$ cat src/rtl/bfm_pkg.sv
package bfm_pkg;

  localparam logic [1:0] CMD_WRITE = 2'd1;
  localparam logic [1:0] CMD_READ  = 2'd2;

  // Threshold field to cycle count: thr scaled by 2**shift.
  function automatic int unsigned scaled_limit(input int unsigned thr, input int unsigned shift);
    return thr << shift;
  endfunction

  // A write clears when some enabled lane is inside the register (nb lanes)
  // and every such enabled lane is zero.
  function automatic logic lanes_clear(input logic [31:0] d, input logic [3:0] be,
                                       input int unsigned nb);
    logic any_lane;
    logic nonzero;
    any_lane = 1'b0;
    nonzero  = 1'b0;
    for (int i = 0; i < 4; i++) begin
      if (i < nb && be[i]) begin
        any_lane = 1'b1;
        if (d[8*i +: 8] != 8'h00) nonzero = 1'b1;
      end
    end
    return any_lane & ~nonzero;
  endfunction

endpackage

$ cat src/rtl/bfm_timer.sv
module bfm_timer #(
  parameter int ADDR_W    = 32,
  parameter int MID_W     = 4,
  parameter int CMD_W     = 2,
  parameter int THR_W     = 5,
  parameter int THR_SHIFT = 4
) (
  input  logic              clk,
  input  logic              rst_n,
  input  logic [THR_W-1:0]  thr,
  input  logic [MID_W-1:0]  sel,
  input  logic              cmd_valid,
  input  logic [CMD_W-1:0]  cmd,
  input  logic [MID_W-1:0]  mid,
  input  logic [ADDR_W-1:0] addr,
  input  logic              rsp_valid,
  output logic              tmo,
  output logic [ADDR_W-1:0] tmo_addr,
  output logic [CMD_W-1:0]  tmo_cmd
);
  import bfm_pkg::*;

  localparam int CNT_W = THR_W + THR_SHIFT;

  logic              busy;
  logic [CNT_W-1:0]  cnt;
  logic [CNT_W-1:0]  limit;
  logic [ADDR_W-1:0] addr_q;
  logic [CMD_W-1:0]  cmd_q;
  logic              accept;
  logic              rsp_hit;
  logic              armed;

  assign accept  = cmd_valid && (mid == sel) && (cmd != '0);
  assign rsp_hit = rsp_valid && (mid == sel);
  assign armed   = (thr != '0);
  assign limit   = CNT_W'(scaled_limit(32'(thr), THR_SHIFT));

  assign tmo      = busy && armed && (cnt >= limit) && !rsp_hit;
  assign tmo_addr = addr_q;
  assign tmo_cmd  = cmd_q;

  always_ff @(posedge clk) begin
    if (!rst_n) begin
      busy   <= 1'b0;
      cnt    <= '0;
      addr_q <= '0;
      cmd_q  <= '0;
    end else if (accept) begin
      busy   <= 1'b1;
      cnt    <= '0;
      addr_q <= addr;
      cmd_q  <= cmd;
    end else if (rsp_hit || tmo) begin
      busy <= 1'b0;
    end else if (busy && cnt != '1) begin
      cnt <= cnt + 1'b1;
    end
  end

  // zero threshold never signals a timeout
  assert_no_tmo_when_off_R4: assert property (@(posedge clk) disable iff (!rst_n)
    (thr == '0) |-> !tmo);

  // a timeout ends the wait unless a new command restarts it
  assert_tmo_ends_wait_R3: assert property (@(posedge clk) disable iff (!rst_n)
    (tmo && !accept) |=> !busy);

  // acceptance restarts the count
  assert_restart_count_R11: assert property (@(posedge clk) disable iff (!rst_n)
    accept |=> (busy && cnt == '0));

  // a response for the timed ID stops the count
  assert_rsp_stops_R11: assert property (@(posedge clk) disable iff (!rst_n)
    (rsp_hit && !accept) |=> !busy);

endmodule

$ cat src/rtl/bfm_sticky.sv
module bfm_sticky #(
  parameter int W = 32
) (
  input  logic         clk,
  input  logic         rst_n,
  input  logic         evt,
  input  logic [W-1:0] evt_data,
  input  logic         wr_hit,
  input  logic [31:0]  wr_data,
  input  logic [3:0]   wr_be,
  output logic [W-1:0] q,
  output logic         held
);
  import bfm_pkg::*;

  localparam int NB = (W + 7) / 8;

  logic clr;
  logic take;

  assign clr  = wr_hit && lanes_clear(wr_data, wr_be, NB);
  assign take = evt && (!held || clr);

  always_ff @(posedge clk) begin
    if (!rst_n) begin
      q    <= '0;
      held <= 1'b0;
    end else if (take) begin
      q    <= evt_data;
      held <= 1'b1;
    end else if (clr) begin
      q    <= '0;
      held <= 1'b0;
    end
  end

  // a held capture stays put until cleared
  assert_sticky_hold_R6: assert property (@(posedge clk) disable iff (!rst_n)
    (held && !clr) |=> (held && $stable(q)));

  // zero write with no event empties the register
  assert_zero_clear_R7: assert property (@(posedge clk) disable iff (!rst_n)
    (clr && !evt) |=> (!held && q == '0));

  // non-clearing write with no event changes nothing
  assert_nonzero_keep_R8: assert property (@(posedge clk) disable iff (!rst_n)
    (wr_hit && !clr && !evt) |=> $stable(q));

  // event coinciding with a clear is captured
  assert_clear_cycle_evt_R10: assert property (@(posedge clk) disable iff (!rst_n)
    (evt && clr) |=> (held && q == $past(evt_data)));

endmodule

$ cat src/rtl/bus_fault_monitor.sv
module bus_fault_monitor #(
  parameter int ADDR_W    = 32,
  parameter int MID_W     = 4,
  parameter int PORT_W    = 4,
  parameter int CMD_W     = 2,
  parameter int THR_W     = 5,
  parameter int THR_SHIFT = 4,
  parameter int THR_RESET = 8
) (
  input  logic              clk,
  input  logic              rst_n,
  input  logic              obs_cmd_valid,
  input  logic              obs_rsp_valid,
  input  logic              obs_rsp_err,
  input  logic [ADDR_W-1:0] obs_addr,
  input  logic [CMD_W-1:0]  obs_cmd,
  input  logic [MID_W-1:0]  obs_mid,
  input  logic [PORT_W-1:0] obs_port,
  input  logic              reg_wr,
  input  logic [1:0]        reg_addr,
  input  logic [31:0]       reg_wdata,
  input  logic [3:0]        reg_be,
  output logic [31:0]       reg_rdata,
  output logic              irq
);

  localparam int STA_W    = PORT_W + CMD_W + MID_W;
  localparam int THR_POS  = 8;

  logic [MID_W-1:0]  cfg_sel;
  logic [THR_W-1:0]  cfg_thr;

  logic              err_evt;
  logic              tmo;
  logic [ADDR_W-1:0] tmo_addr;
  logic [CMD_W-1:0]  tmo_cmd;
  logic              any_evt;
  logic [ADDR_W-1:0] evt_addr;
  logic [STA_W-1:0]  evt_sta;
  logic [ADDR_W-1:0] addr_q;
  logic [STA_W-1:0]  sta_q;
  logic              addr_held;
  logic              sta_held;

  // configuration register, byte-lane writes
  always_ff @(posedge clk) begin
    if (!rst_n) begin
      cfg_sel <= '0;
      cfg_thr <= THR_W'(THR_RESET);
    end else if (reg_wr && reg_addr == 2'd2) begin
      if (reg_be[0]) cfg_sel <= reg_wdata[MID_W-1:0];
      if (reg_be[1]) cfg_thr <= reg_wdata[THR_POS +: THR_W];
    end
  end

  bfm_timer #(
    .ADDR_W(ADDR_W), .MID_W(MID_W), .CMD_W(CMD_W),
    .THR_W(THR_W), .THR_SHIFT(THR_SHIFT)
  ) timer_i (
    .clk      (clk),
    .rst_n    (rst_n),
    .thr      (cfg_thr),
    .sel      (cfg_sel),
    .cmd_valid(obs_cmd_valid),
    .cmd      (obs_cmd),
    .mid      (obs_mid),
    .addr     (obs_addr),
    .rsp_valid(obs_rsp_valid),
    .tmo      (tmo),
    .tmo_addr (tmo_addr),
    .tmo_cmd  (tmo_cmd)
  );

  // error response outranks a coincident timeout
  assign err_evt  = obs_rsp_valid && obs_rsp_err;
  assign any_evt  = err_evt || tmo;
  assign evt_addr = err_evt ? obs_addr : tmo_addr;
  assign evt_sta  = err_evt ? {obs_port + PORT_W'(1), obs_cmd, obs_mid}
                            : {PORT_W'(0), tmo_cmd, cfg_sel};

  bfm_sticky #(.W(ADDR_W)) addr_cap_i (
    .clk     (clk),
    .rst_n   (rst_n),
    .evt     (any_evt),
    .evt_data(evt_addr),
    .wr_hit  (reg_wr && reg_addr == 2'd0),
    .wr_data (reg_wdata),
    .wr_be   (reg_be),
    .q       (addr_q),
    .held    (addr_held)
  );

  bfm_sticky #(.W(STA_W)) sta_cap_i (
    .clk     (clk),
    .rst_n   (rst_n),
    .evt     (any_evt),
    .evt_data(evt_sta),
    .wr_hit  (reg_wr && reg_addr == 2'd1),
    .wr_data (reg_wdata),
    .wr_be   (reg_be),
    .q       (sta_q),
    .held    (sta_held)
  );

  assign irq = addr_held || sta_held;

  always_comb begin
    reg_rdata = '0;
    case (reg_addr)
      2'd0: reg_rdata[ADDR_W-1:0] = addr_q;
      2'd1: reg_rdata[STA_W-1:0]  = sta_q;
      2'd2: begin
        reg_rdata[MID_W-1:0]       = cfg_sel;
        reg_rdata[THR_POS +: THR_W] = cfg_thr;
      end
      default: reg_rdata = '0;
    endcase
  end

  // the interrupt only rises after an event
  assert_irq_source_R12: assert property (@(posedge clk) disable iff (!rst_n)
    $rose(irq) |-> $past(any_evt));

  // an error response taken into an empty status register leaves a nonzero cause
  assert_err_priority_R9: assert property (@(posedge clk) disable iff (!rst_n)
    (err_evt && !sta_held) |=> (sta_q[STA_W-1 -: PORT_W] != '0));

  // an error response taken into an empty address register records its address
  assert_err_addr_R2: assert property (@(posedge clk) disable iff (!rst_n)
    (err_evt && !addr_held) |=> (addr_q == $past(obs_addr)));

endmodule

$ cat config.mk
export PLATFORM = sky130hd
export DESIGN_NAME = bus_fault_monitor
export DESIGN_NICKNAME = d
export VERILOG_FILES = /design/src/rtl/bfm_pkg.sv /design/src/rtl/bfm_timer.sv /design/src/rtl/bfm_sticky.sv /design/src/rtl/bus_fault_monitor.sv
export SDC_FILE = /design/constraint.sdc
export NUM_CORES = 1
export LEC_CHECK = 0
export ABC_AREA = 1
export BUFFER_PORTS_ARGS = -buffer_cell sky130_fd_sc_hd__buf_4
export CAP_MARGIN = 20
export CORE_MARGIN = 2
export CORE_UTILIZATION = 55
export CTS_BUF_LIST = sky130_fd_sc_hd__clkbuf_8
export CTS_CLUSTER_SIZE = 14
export DETAILED_ROUTE_END_ITERATION = 12
export GPL_ROUTABILITY_DRIVEN = 0
export PLACE_DENSITY = 0.79
export REMOVE_ABC_BUFFERS = 1
export SKIP_LAST_GASP = 1
export SLEW_MARGIN = 20
export SYNTH_ARGS = -nofsm -noshare
export SYNTH_HDL_FRONTEND = slang
export SYNTH_SLANG_ARGS = --single-unit
export TNS_END_PERCENT = 5
$ cat constraint.sdc
create_clock -name clk -period 2.2 [get_ports clk]
set_input_delay 0.33 -clock clk [delete_from_list [all_inputs] [get_ports clk]]
set_output_delay 0.33 -clock clk [all_outputs]
set_load 0.03 [all_outputs]
==> impl_results.md, run 1 <==
* Status: finished clean
* WP depth at 11
* Main synth FF type: dfxtp_1
* Die ar. at 9650 um2
* Post-DP HPWL at 9470 um
* Global route hottest layer: met2
* Setup CP Type: flop to flop
* Critical Path Start Type: flop
* Vias in the first global route at 4,693
* IR drop worst, VDD at 0.523 mV
* Fin crit period at 2.12 ns
* Vias at 4,947
* Yosys warning count at 0
* CP bufs+invs at 3
* Drt pass-1 iters at 6
* Largest net degree at the start of global routing at 42
* I/O pin cnt at 119
* Vias per inst at 5.50
* Maxcap violations at 0
* Final period util at 96.4%
* Mean area per synthesized cell at 7.27 um2
* Die span in x at 98.3 um
* Final wirelength at 13,600 um
* Max FO, Critical Path at 10
* Yosys top cell area share at 39.7%
* Post-synth top cells: nor2_1 (122), dfxtp_1 (97), nand3_1 (86)
* Initial Utilization at 56.3%
* Reg2Reg Setup Slack at 0.08 ns
* WL per Instance at 15.1 um
* Crit path from: timer_i.cnt[1]$_SDFFE_PP0P_
* Yosys cell types at 32
* Area delta synth->final at 25.0%
* CP Capture Point: timer_i.cnt[2]$_SDFFE_PP0P_
* First-pass GRT wire length at 22,000 um
* Count leader, synth: nor2_1
* Critical path, cell by cell: ha_1 > inv_1 > or4_1 > nor3_2 > ha_1 > inv_1 > nand4_1 > buf_4 > o21ai_0 > nand2_1 > nor2_1
* Fin Setup TNS at 0 ns
* Number of synthesized flops with an enable pin at 0
* DRT antenna net count at 0
* DRC viols at 0
* Grt met2 use at 49.3%
* CP required at 2.47 ns
* Core area at 8680 um2
* GR Util met3 at 4.72%
* Met1 usage at 35.3%
* Reg2reg end: timer_i.cnt[2]$_SDFFE_PP0P_
* PwrDens at 579 nW/um2
* Max-slew headroom at 52.5%
* Total grt overflow at 0
* Clock-pin slew on the worst setup and hold paths at 0.10 ns
* Synth area leader: dfxtp_1
* CTS tree: yes
* Slew of the pin with the lowest slew margin at 0.712 ns
* Share of layout cells above drive strength 1 at 25.5%
* Crit-path slowest cell: or4_1
* Dpl ws at -0.0344 ns
* Yosys reg bits at 97
* CP endpoint kind: flop
* Synthesized cell area at 4890 um2
* Top cells by area, synth: dfxtp_1 (40%), nor2_1 (9.4%), nand3_1 (8.8%)
* Final hold violations at 0
* Sink Count at 97
* Worst r2r src: timer_i.cnt[1]$_SDFFE_PP0P_
* R2R depth at 11
* Min-delay worst type: input port to flop
* Clk_skew at 0.0164 ns
* CTS Root Cell: clkbuf_8
* Pwr Total at 3540 uW
* Post-layout nets at 882
* Initial antenna violation count at 0
* Crit path max-delay family: simple AND/OR/NAND/NOR gates
* Worst EP arrival at 2.39 ns
* Post-CTS Hold Buffers at 0
* Max Clock Freq at 471 MHz
* Port Buf Inserts at 118
* DIE HEIGHT at 98.3 um
* Max-slew violations at 0
* H-tree level count at 3
* FFs w/ async S/R, synth at 0%
* Sequential element share of the synthesized area at 39.7%
* Total inserted antenna cells at 0
* Clock Tree Buf Depth at 2
* Final worst slack at 0.0787 ns
* Core Rows at 34
* Final setup vio count at 0
* Latest clock arrival within the worst-skew pair at 0.37 ns
* RSZ-0062 raised after global routing: yes
* Lkg Pwr at 0.00251 uW
* Post-Route Utilization at 70.4%
* Mapped Cells at 672
* Overall global routing resource usage at 27.8%
* Total CTS buffers at 9
* CP max stage delay at 0.55 ns
* 1st-iter DRT viols at 281
## timing repair
action                                  4_1_cts  5_1_grt
pin swaps                                     1        1
endpoints found under the setup margin        8       33
resized for setup                             0        4
setup buffers                                 2        2
cloned                                        0        1
## worst register-to-register path, cell delays in order, from the launching register on
cell	delay [ns]
dfxtp_2	0.36
ha_1	0.17
inv_1	0.08
or4_1	0.55
nor3_2	0.15
ha_1	0.19
inv_1	0.05
nand4_1	0.10
buf_4	0.18
o21ai_0	0.08
nand2_1	0.07
nor2_1	0.04
## metal layers
layer / vias up / routed length (um)
met5: - / 0
met3: 22 / 991
met1: 2278 / 5770
met4: 0 / 227
met2: 196 / 6620
li1: 2451 / -
## worst min path at each step
stage	startpoint	endpoint	slack, ns	depth (start not counted)
after floorplan	timer_i.tmo_cmd[1]$_SDFFE_PN0P_	timer_i.tmo_cmd[1]$_SDFFE_PN0P_	0.43	2
after global placement	timer_i.tmo_cmd[1]$_SDFFE_PN0P_	timer_i.tmo_cmd[1]$_SDFFE_PN0P_	0.44	2
after CTS	reg_wdata[11]	cfg_thr[3]$_SDFFE_PN1P_	0.20	3
after detailed placement	timer_i.tmo_cmd[0]$_SDFFE_PN0P_	timer_i.tmo_cmd[0]$_SDFFE_PN0P_	0.47	2
final	obs_addr[15]	timer_i.tmo_addr[15]$_SDFFE_PN0P_	0.21	3
after global routing	reg_wdata[11]	cfg_thr[3]$_SDFFE_PN1P_	0.21	3
## cells by family after synthesis
logic type	after synthesis	share of synthesized area, %
fa+ha+maj	9	2.30
buf+inv	98	8.96
flops	97	39.7
mux	34	7.84
compound gates	128	14.0
xor+xnor	5	0.896
simple gates	301	26.2
## sequential cells by signal, indices dropped and copies added (netlist names)
register,count
addr_cap_i.q,32
timer_i.tmo_addr,32
sta_cap_i.q,10
timer_i.cnt,9
cfg_thr,5
cfg_sel,4
timer_i.tmo_cmd,2
addr_cap_i.held,1
sta_cap_i.held,1
timer_i.busy,1
## cell type report
| type | count | area (um2) |
|---|---|---|
| Fill cell | 739 | 2570 |
| Multi-Input combinational cell | 477 | 2520 |
| Sequential cell | 97 | 1940 |
| Timing Repair Buffer | 140 | 1080 |
| Inverter | 62 | 233 |
| Clock buffer | 10 | 138 |
| Tap cell | 108 | 135 |
| Clock inverter | 6 | 60.1 |
## through the flow
step | instance area [um2] | hold slack (ns) | instances
2_1_floorplan | 4680 | 0.429 | 636
3_3_place_gp | 5840 | 0.440 | 879
3_5_place_dp | 5840 | 0.466 | 879
4_1_cts | 6060 | 0.200 | 897
5_1_grt | 6110 | 0.205 | 900
6_report | 6110 | 0.208 | 900
## cell usage in the layout, fill, tap and decap left out, types with 4 or more instances in the layout
| cell type | n |
|---|---|
| o211ai_1 | 6 |
| nand2_1 | 76 |
| mux2_2 | 34 |
| ha_1 | 9 |
| o21ai_1 | 28 |
| xor2_1 | 4 |
| inv_1 | 60 |
| o21ai_0 | 26 |
| a22o_1 | 4 |
| nor2_1 | 122 |
| clkbuf_8 | 10 |
| buf_4 | 138 |
| dfxtp_1 | 95 |
| nand3_1 | 86 |
| a21oi_1 | 62 |
## report_power, final
group          internal, uW  leakage (uW)  switching, uW
logic                   248       0.00163            289
registers              1800      0.000786           23.8
clock network           549     0.0000971            626
total                  2600       0.00251            939
(Power assumes the default switching activity.)
==> inputs of run 2 (changes only) <==
==> constraint.sdc (replaced) <==
create_clock -name clk -period 2.1 [get_ports clk]
set_input_delay 0.42 -clock clk [delete_from_list [all_inputs] [get_ports clk]]
set_output_delay 0.42 -clock clk [all_outputs]
set_load 0.03 [all_outputs]
==> run 2 against run 1 <==
Compared with the run above: flip-flop and latch count is the same; first-iteration DRC count down 14%; clock skew fell by 0.0019 ns; die area unchanged; via count increased by 2.1%; global-route usage grew 0.071 points; hold slack improved by 0.082 ns.
==> impl_results.md, run 2 (synthesis gave the netlist of run 1 again) <==
* Vias in the first global route at 4,817 (+2.6%)
* Core Rows at 34 (unchanged)
* Share of layout cells above drive strength 1 at 27.9% (+2.4 points)
* Setup CP Type: flop to flop
* Reg2reg end: timer_i.cnt[3]$_SDFFE_PP0P_
* Most frequent cells in the layout: buf_4 (144), nor2_1 (122), dfxtp_1 (93)
* Initial Utilization at 56.3% (unchanged)
* Slew of the pin with the lowest slew margin at 0.648 ns (-0.0634 ns)
* Core area at 8680 um2 (unchanged)
* Largest net degree at the start of global routing at 45 (+7.1%)
* Latest clock arrival within the worst-skew pair at 0.37 ns (about the same)
* Max-slew violations at 0 (unchanged)
* Clock power share at 34.5% (+1.3 points)
* Critical Path Start Type: flop
* First-pass GRT wire length at 22,100 um (about the same)
* Worst EP arrival at 2.24 ns (-0.15 ns)
* Dpl ws at 0.0122 ns (+0.0466 ns)
* Fin crit period at 1.99 ns (-0.133 ns)
* Post-Route Utilization at 71.8% (+1.4 points)
* I/O pin cnt at 119 (unchanged)
* DRC viols at 0 (unchanged)
* DIE HEIGHT at 98.3 um (unchanged)
* Lkg Pwr at 0.00255 uW (+1.4%)
* Port Buf Inserts at 118 (unchanged)
* Setup repair bufs after CTS at 0 (-2)
* Post-DP HPWL at 9880 um (+4.3%)
* Min-Delay Endpoint: cfg_thr[3]$_SDFFE_PN1P_
* Overall global routing resource usage at 27.8% (+0.071 points)
* Post-CTS Hold Buffers at 0 (unchanged)
* Final hold violations at 0 (unchanged)
* Drt pass-1 iters at 5 (-1)
* Status: finished clean
* DRT antenna net count at 0 (unchanged)
* Maxcap violations at 0 (unchanged)
* Max FO, Critical Path at 7 (-3)
* Max-slew headroom at 56.7% (+4.2 points)
* Die span in x at 98.3 um (unchanged)
* Reg2Reg Setup Slack at 0.11 ns (+0.03 ns)
* Vias at 5,052 (+2.1%)
* Sink Count at 97 (unchanged)
* Hold depth at 3 (unchanged)
* Pwr Total at 3790 uW (+7.1%)
* CP required at 2.35 ns (-0.12 ns)
* Clock Tree Buf Depth at 2 (unchanged)
* IR drop worst, VDD at 0.368 mV (-30%)
* Initial antenna violation count at 0 (unchanged)
* Comb pwr share at 15.0% (-0.2 points)
* DP Cell Count at 891 (+1.4%)
* Most common cell after layout, fill and taps aside: buf_4
* Clock-pin slew on the worst setup and hold paths at 0.09 ns (about the same)
* Internal at 2810 uW (+8.2%)
* Number of gates resized after CTS at 0 (unchanged)
* Area delta synth->final at 27.6%
* Final setup vio count at 0 (unchanged)
* Hold path startpoint: reg_wdata[11]
* R2R depth at 11 (unchanged)
* Post-layout nets at 889 (+0.79%)
* Worst r2r src: timer_i.cnt[1]$_SDFFE_PP0P_
* CTS tree: yes
* Crit path from: timer_i.cnt[1]$_SDFFE_PP0P_
* PwrDens at 608 nW/um2 (+5.0%)
* Vias per inst at 5.58 (+1.4%)
* H-tree level count at 3 (unchanged)
* Final worst slack at 0.111 ns (+0.0327 ns)
* Fill cells at 708 (-4.2%)
* CTS Root Cell: clkbuf_8
* Hold WS at 0.289 ns (+0.0819 ns)
* Min-delay worst type: input port to flop
* WL per Instance at 15.4 um (+1.6%)
* Total inserted antenna cells at 0 (unchanged)
* Total CTS buffers at 9 (unchanged)
* Sw Ratio at 25.8% (-0.72 points)
* CP endpoint kind: flop
* Die ar. at 9650 um2 (unchanged)
* Switching power at 979 uW (+4.2%)
* Flop pwr share at 50.5% (-1.1 points)
* Total grt overflow at 0 (unchanged)
* Final period util at 94.7% (-1.7 points)
* Final cell count without fillers at 906 (+0.67%)
* Clk_skew at 0.0145 ns (-0.00191 ns)
* 1st-iter DRT viols at 243 (-14%)
* Max Clock Freq at 503 MHz (+6.7%)
* Final wirelength at 13,900 um (+2.3%)
==> run 2: area by class of cell <==
cell class,count,area (um2),area share [%]
multi-input cells,477,2580,41.3
flip-flops and latches,97,1950,31.2
repair buffers,147,1130,18.2
inverters,62,233,3.73
well taps,108,135,2.17
clock buffers,9,124,1.99
clock inverters,6,85.1,1.37
==> run 2: how the worst max path moves through the flow <==
stage	slack (ns)	end
CTS	0.005	timer_i.cnt[3]$_SDFFE_PP0P_
detailed placement	0.01	timer_i.cnt[3]$_SDFFE_PP0P_
global route	-0.003	timer_i.cnt[3]$_SDFFE_PP0P_
finish	0.11	timer_i.cnt[3]$_SDFFE_PP0P_
global placement	0.12	timer_i.cnt[3]$_SDFFE_PP0P_
floorplan	-0.56	sta_cap_i.q[0]$_SDFFE_PN0P_
==> run 2: worst max-delay path, stage by stage (launching register included) <==
cell and delay (ns):
dfxtp_2 0.36, ha_4 0.14, inv_2 0.04, or4_4 0.43, nor3_2 0.17, ha_2 0.20
inv_1 0.04, nand4_1 0.18, buf_4 0.16, nor2_1 0.03, nand2_1 0.07, a21oi_1 0.06
==> run 2: stage by stage <==
stage / area [um2] / TNS, ns
2_1_floorplan: 4680 / -23.39
4_1_cts: 6160 / 0
6_report: 6230 / 0
3_5_place_dp: 5950 / 0
3_3_place_gp: 5950 / 0
5_1_grt: 6230 / -0.00549
==> run 2: power by group through the flow <==
stage	clock network [uW]	logic (uW)	registers [uW]
3_3_place_gp	0	540	1950
5_1_grt	1390	618	1920
3_5_place_dp	0	555	1950
2_1_floorplan	0	277	1950
4_1_cts	1320	559	1910
6_report	1310	567	1910
==> run 2: metal layers <==
layer	GRT usage, %	up-vias	wire, um
met5	0	-	0
met4	9.69	0	325
met1	34.4	2352	5740
met3	5.15	28	1010
li1	-	2459	-
met2	48.8	213	6850
==> inputs of run 3 (changes only) <==
CAP_MARGIN = 15   (was 20)
PLACE_DENSITY = 0.77   (was 0.79)
SYNTH_HIERARCHICAL = 1   (was not set)
==> run 3 against run 2 <==
Compared with the run above: utilization shrank 5.4 points; total power is 0.65% higher; cell area up 14%; non-clock buffer count is 2 lower; via count is 14% higher; combinational power is 17% higher; sequential share of layout area fell by 3.9 points; critical path depth up 3; fmax fell by 4.9%.
==> impl_results.md, run 3 <==
* Critical Path Start Type: flop
* H-tree level count at 3 (unchanged)
* Slew of the pin with the lowest slew margin at 0.527 ns (-0.121 ns)
* Post-DP HPWL at 11,400 um (+16%)
* Worst EP arrival at 2.32 ns (+0.08 ns)
* IR drop worst, VDD at 0.327 mV (-11%)
* Initial antenna violation count at 0 (unchanged)
* Most common cell after layout, fill and taps aside: nand2_1
* RSZ-0062 raised after global routing: yes
* CP required at 2.33 ns (-0.02 ns)
* Min-delay worst type: input port to flop
* DR top layer: met4
* I/O pin cnt at 119 (unchanged)
* Vias per inst at 5.55 (-0.50%)
* Mean area per synthesized cell at 7.54 um2 (+3.8%)
* Latest clock arrival within the worst-skew pair at 0.36 ns (about the same)
* Final wirelength at 15,800 um (+13%)
* Post-CTS Hold Buffers at 0 (unchanged)
* Clk_skew at 0.0157 ns (+0.00123 ns)
* Max-slew violations at 0 (unchanged)
* Core area at 10,700 um2 (+23%)
* FFs w/ async S/R, synth at 0% (unchanged)
* Setup CP Type: flop to flop
* Sink Count at 97 (unchanged)
* Final setup vio count at 0 (unchanged)
* Die ar. at 11,700 um2 (+21%)
* Post-Route Utilization at 66.4% (-5.4 points)
* Multi-input logic area at 3400 um2 (+32%)
* Yosys reg bits at 97 (unchanged)
* Total grt overflow at 0 (unchanged)
* Yosys top cell area share at 32.6% (-7.2 points)
* Max Clock Freq at 478 MHz (-4.9%)
* Routed wl met3 at 1060 um (+4.6%)
* 1st-iter DRT viols at 304 (+25%)
* Total inserted antenna cells at 0 (unchanged)
* Fill cells at 931 (+31%)
* Most frequent cells in the layout: nand2_1 (169), buf_4 (139), dfxtp_1 (95)
* Synth area leader: dfxtp_1
* Main synth FF type: dfxtp_1
* Core Rows at 38 (+12%)
* Final period util at 99.6% (+4.9 points)
* Setup repair bufs after CTS at 0 (unchanged)
* Fin crit period at 2.09 ns (+0.102 ns)
* Share of layout cells above drive strength 1 at 34.5% (+6.5 points)
* Top cells by area, synth: dfxtp_1 (33%), nand2_1 (11%), a21oi_2 (8.8%)
* PwrDens at 536 nW/um2 (-12%)
* CP max stage delay at 0.35 ns (-0.08 ns)
* Final hold violations at 0 (unchanged)
* CTS tree: yes
* DP Cell Count at 1,020 (+14%)
* Initial Utilization at 55.7% (-0.59 points)
* Yosys cell types at 37 (+16%)
* WL per Instance at 15.3 um (-0.75%)
* FF+latch area at 1940 um2 (-0.13%)
* Fin Setup TNS at 0 ns (unchanged)
* CP bufs+invs at 4 (+1)
* Met2 WL post-DR at 7790 um (+14%)
* Largest net degree at the start of global routing at 35 (-22%)
* Total CTS buffers at 9 (unchanged)
* Clock-pin slew on the worst setup and hold paths at 0.09 ns (about the same)
* CTS Root Cell: clkbuf_8
* DIE HEIGHT at 108 um (+10%)
* Status: finished clean
* Synthesized cell area at 5960 um2 (+22%)
* Number of synthesized flops with an enable pin at 0 (unchanged)
* Final cell count without fillers at 1,036 (+14%)
* Pwr Total at 3810 uW (+0.65%)
* Cell mode on critical path: inv_1
* Crit-path slowest cell: dfxtp_1
* Drt pass-1 iters at 7 (+2)
* Crit path max-delay family: simple AND/OR/NAND/NOR gates
* Critical path, cell by cell: inv_1 > ha_4 > nand2_1 > nor2_1 > nand3_1 > nand3_1 > nand2_2 > a21oi_2 > inv_1 > nand2_4 > inv_1 > buf_12 > o211ai_1 > a21oi_2
* Post-synth top cells: nand2_1 (171), dfxtp_1 (97), nor2_1 (86)
* DRC viols at 0 (unchanged)
* DRT met1 WL at 6680 um (+16%)
* Sequential element share of the synthesized area at 32.6% (-7.2 points)
* Lkg Pwr at 0.00279 uW (+9.4%)
* Die span in x at 108 um (+10%)
* DRT antenna net count at 0 (unchanged)
* Clock Tree Buf Depth at 2 (unchanged)
* Port Buf Inserts at 118 (unchanged)
* Area delta synth->final at 19.3%
* First-pass GRT wire length at 26,100 um (+18%)
* Vias at 5,748 (+14%)
* CP endpoint kind: flop
* Mapped Cells at 790 (+18%)
* Vias in the first global route at 5,530 (+15%)
* Count leader, synth: nand2_1
* Post-layout nets at 986 (+11%)
* Maxcap violations at 0 (unchanged)
* Max-slew headroom at 64.9% (+8.1 points)
* Yosys warning count at 6 (+6)
* Max FO, Critical Path at 33 (+26)
* Overall global routing resource usage at 27.7% (-0.13 points)
run 3: cell count changes after synthesis, moves of 7 or more:
| cell | delta |
|---|---|
| nand3_2 | +29 |
| inv_1 | -7 |
| a21oi_1 | -28 |
| o21ai_0 | -23 |
| nand2_2 | +28 |
| nand4_1 | +8 |
| nand3_1 | -23 |
| buf_2 | +8 |
| nor2_1 | -36 |
| mux2_2 | -34 |
| o211ai_1 | +42 |
| o21ai_1 | -25 |
| a21oi_2 | +60 |
| nand2_1 | +94 |
run 3: where the power goes:
part | internal [uW] | switching [uW] | leakage, uW | total [uW]
clock | 588 | 658 | 0.000108 | 1250
combinational | 265 | 399 | 0.00189 | 664
sequential | 1880 | 27.0 | 0.000785 | 1900
run 3: cells by family after synthesis:
logic type	Yosys count	share of synthesized area, %
fa+ha+maj	9	1.89
flops	97	32.6
xor+xnor	9	1.32
compound gates	154	19.1
simple gates	409	34.2
buf+inv	112	10.9
run 3: routing by layer:
metal | global-route usage (%) | vias to the layer above
li1 | - | 2820
met1 | 35.5 | 2682
met2 | 47.0 | 220
met3 | 5.73 | 26
met4 | 8.42 | 0
met5 | 0 | -
run 3: worst paths after layout:
check | end | cells after the start | slack, ns | from
worst max-delay path | addr_cap_i/q[12]$_SDFFE_PN0P_ | 14 | 0.009 | cfg_thr[2]$_SDFFE_PN0P_
worst min-delay path | cfg_sel[1]$_SDFFE_PN0P_ | 3 | 0.31 | reg_wdata[1]
worst max register to register | addr_cap_i/q[12]$_SDFFE_PN0P_ | 14 | 0.009 | cfg_thr[2]$_SDFFE_PN0P_
worst min register to register | timer_i/tmo_addr[4]$_SDFFE_PN0P_ | 2 | 0.47 | timer_i/tmo_addr[4]$_SDFFE_PN0P_
run 3: stage by stage:
| step | hold slack (ns) | instance area [um2] | worst slack [ns] |
|---|---|---|---|
| CTS | 0.295 | 7080 | -0.0380 |
| global route | 0.283 | 7110 | -0.127 |
| global placement | 0.449 | 6870 | 0.0445 |
| finish | 0.309 | 7110 | 0.00911 |
| floorplan | 0.440 | 5530 | -1.68 |
| detailed placement | 0.456 | 6870 | -0.0449 |
run 3: repair_timing:
item                                    CTS  global route
endpoints found under the setup margin   25            49
pin swaps                                 0             1
gates resized for setup                   1             7
run 3: area by class of cell:
cell class | count | share of cell area, %
multi-input combinational | 581 | 47.9
sequential | 97 | 27.4
timing repair buffer | 145 | 16.4
inverter | 57 | 3.08
tap | 140 | 2.46
clock buffer | 10 | 1.94
clock inverter | 6 | 0.915
run 3: worst min-delay path, stage by stage:
cell    delay (ns)
buf_4         0.09
nor2_1        0.04
nor2_1        0.08
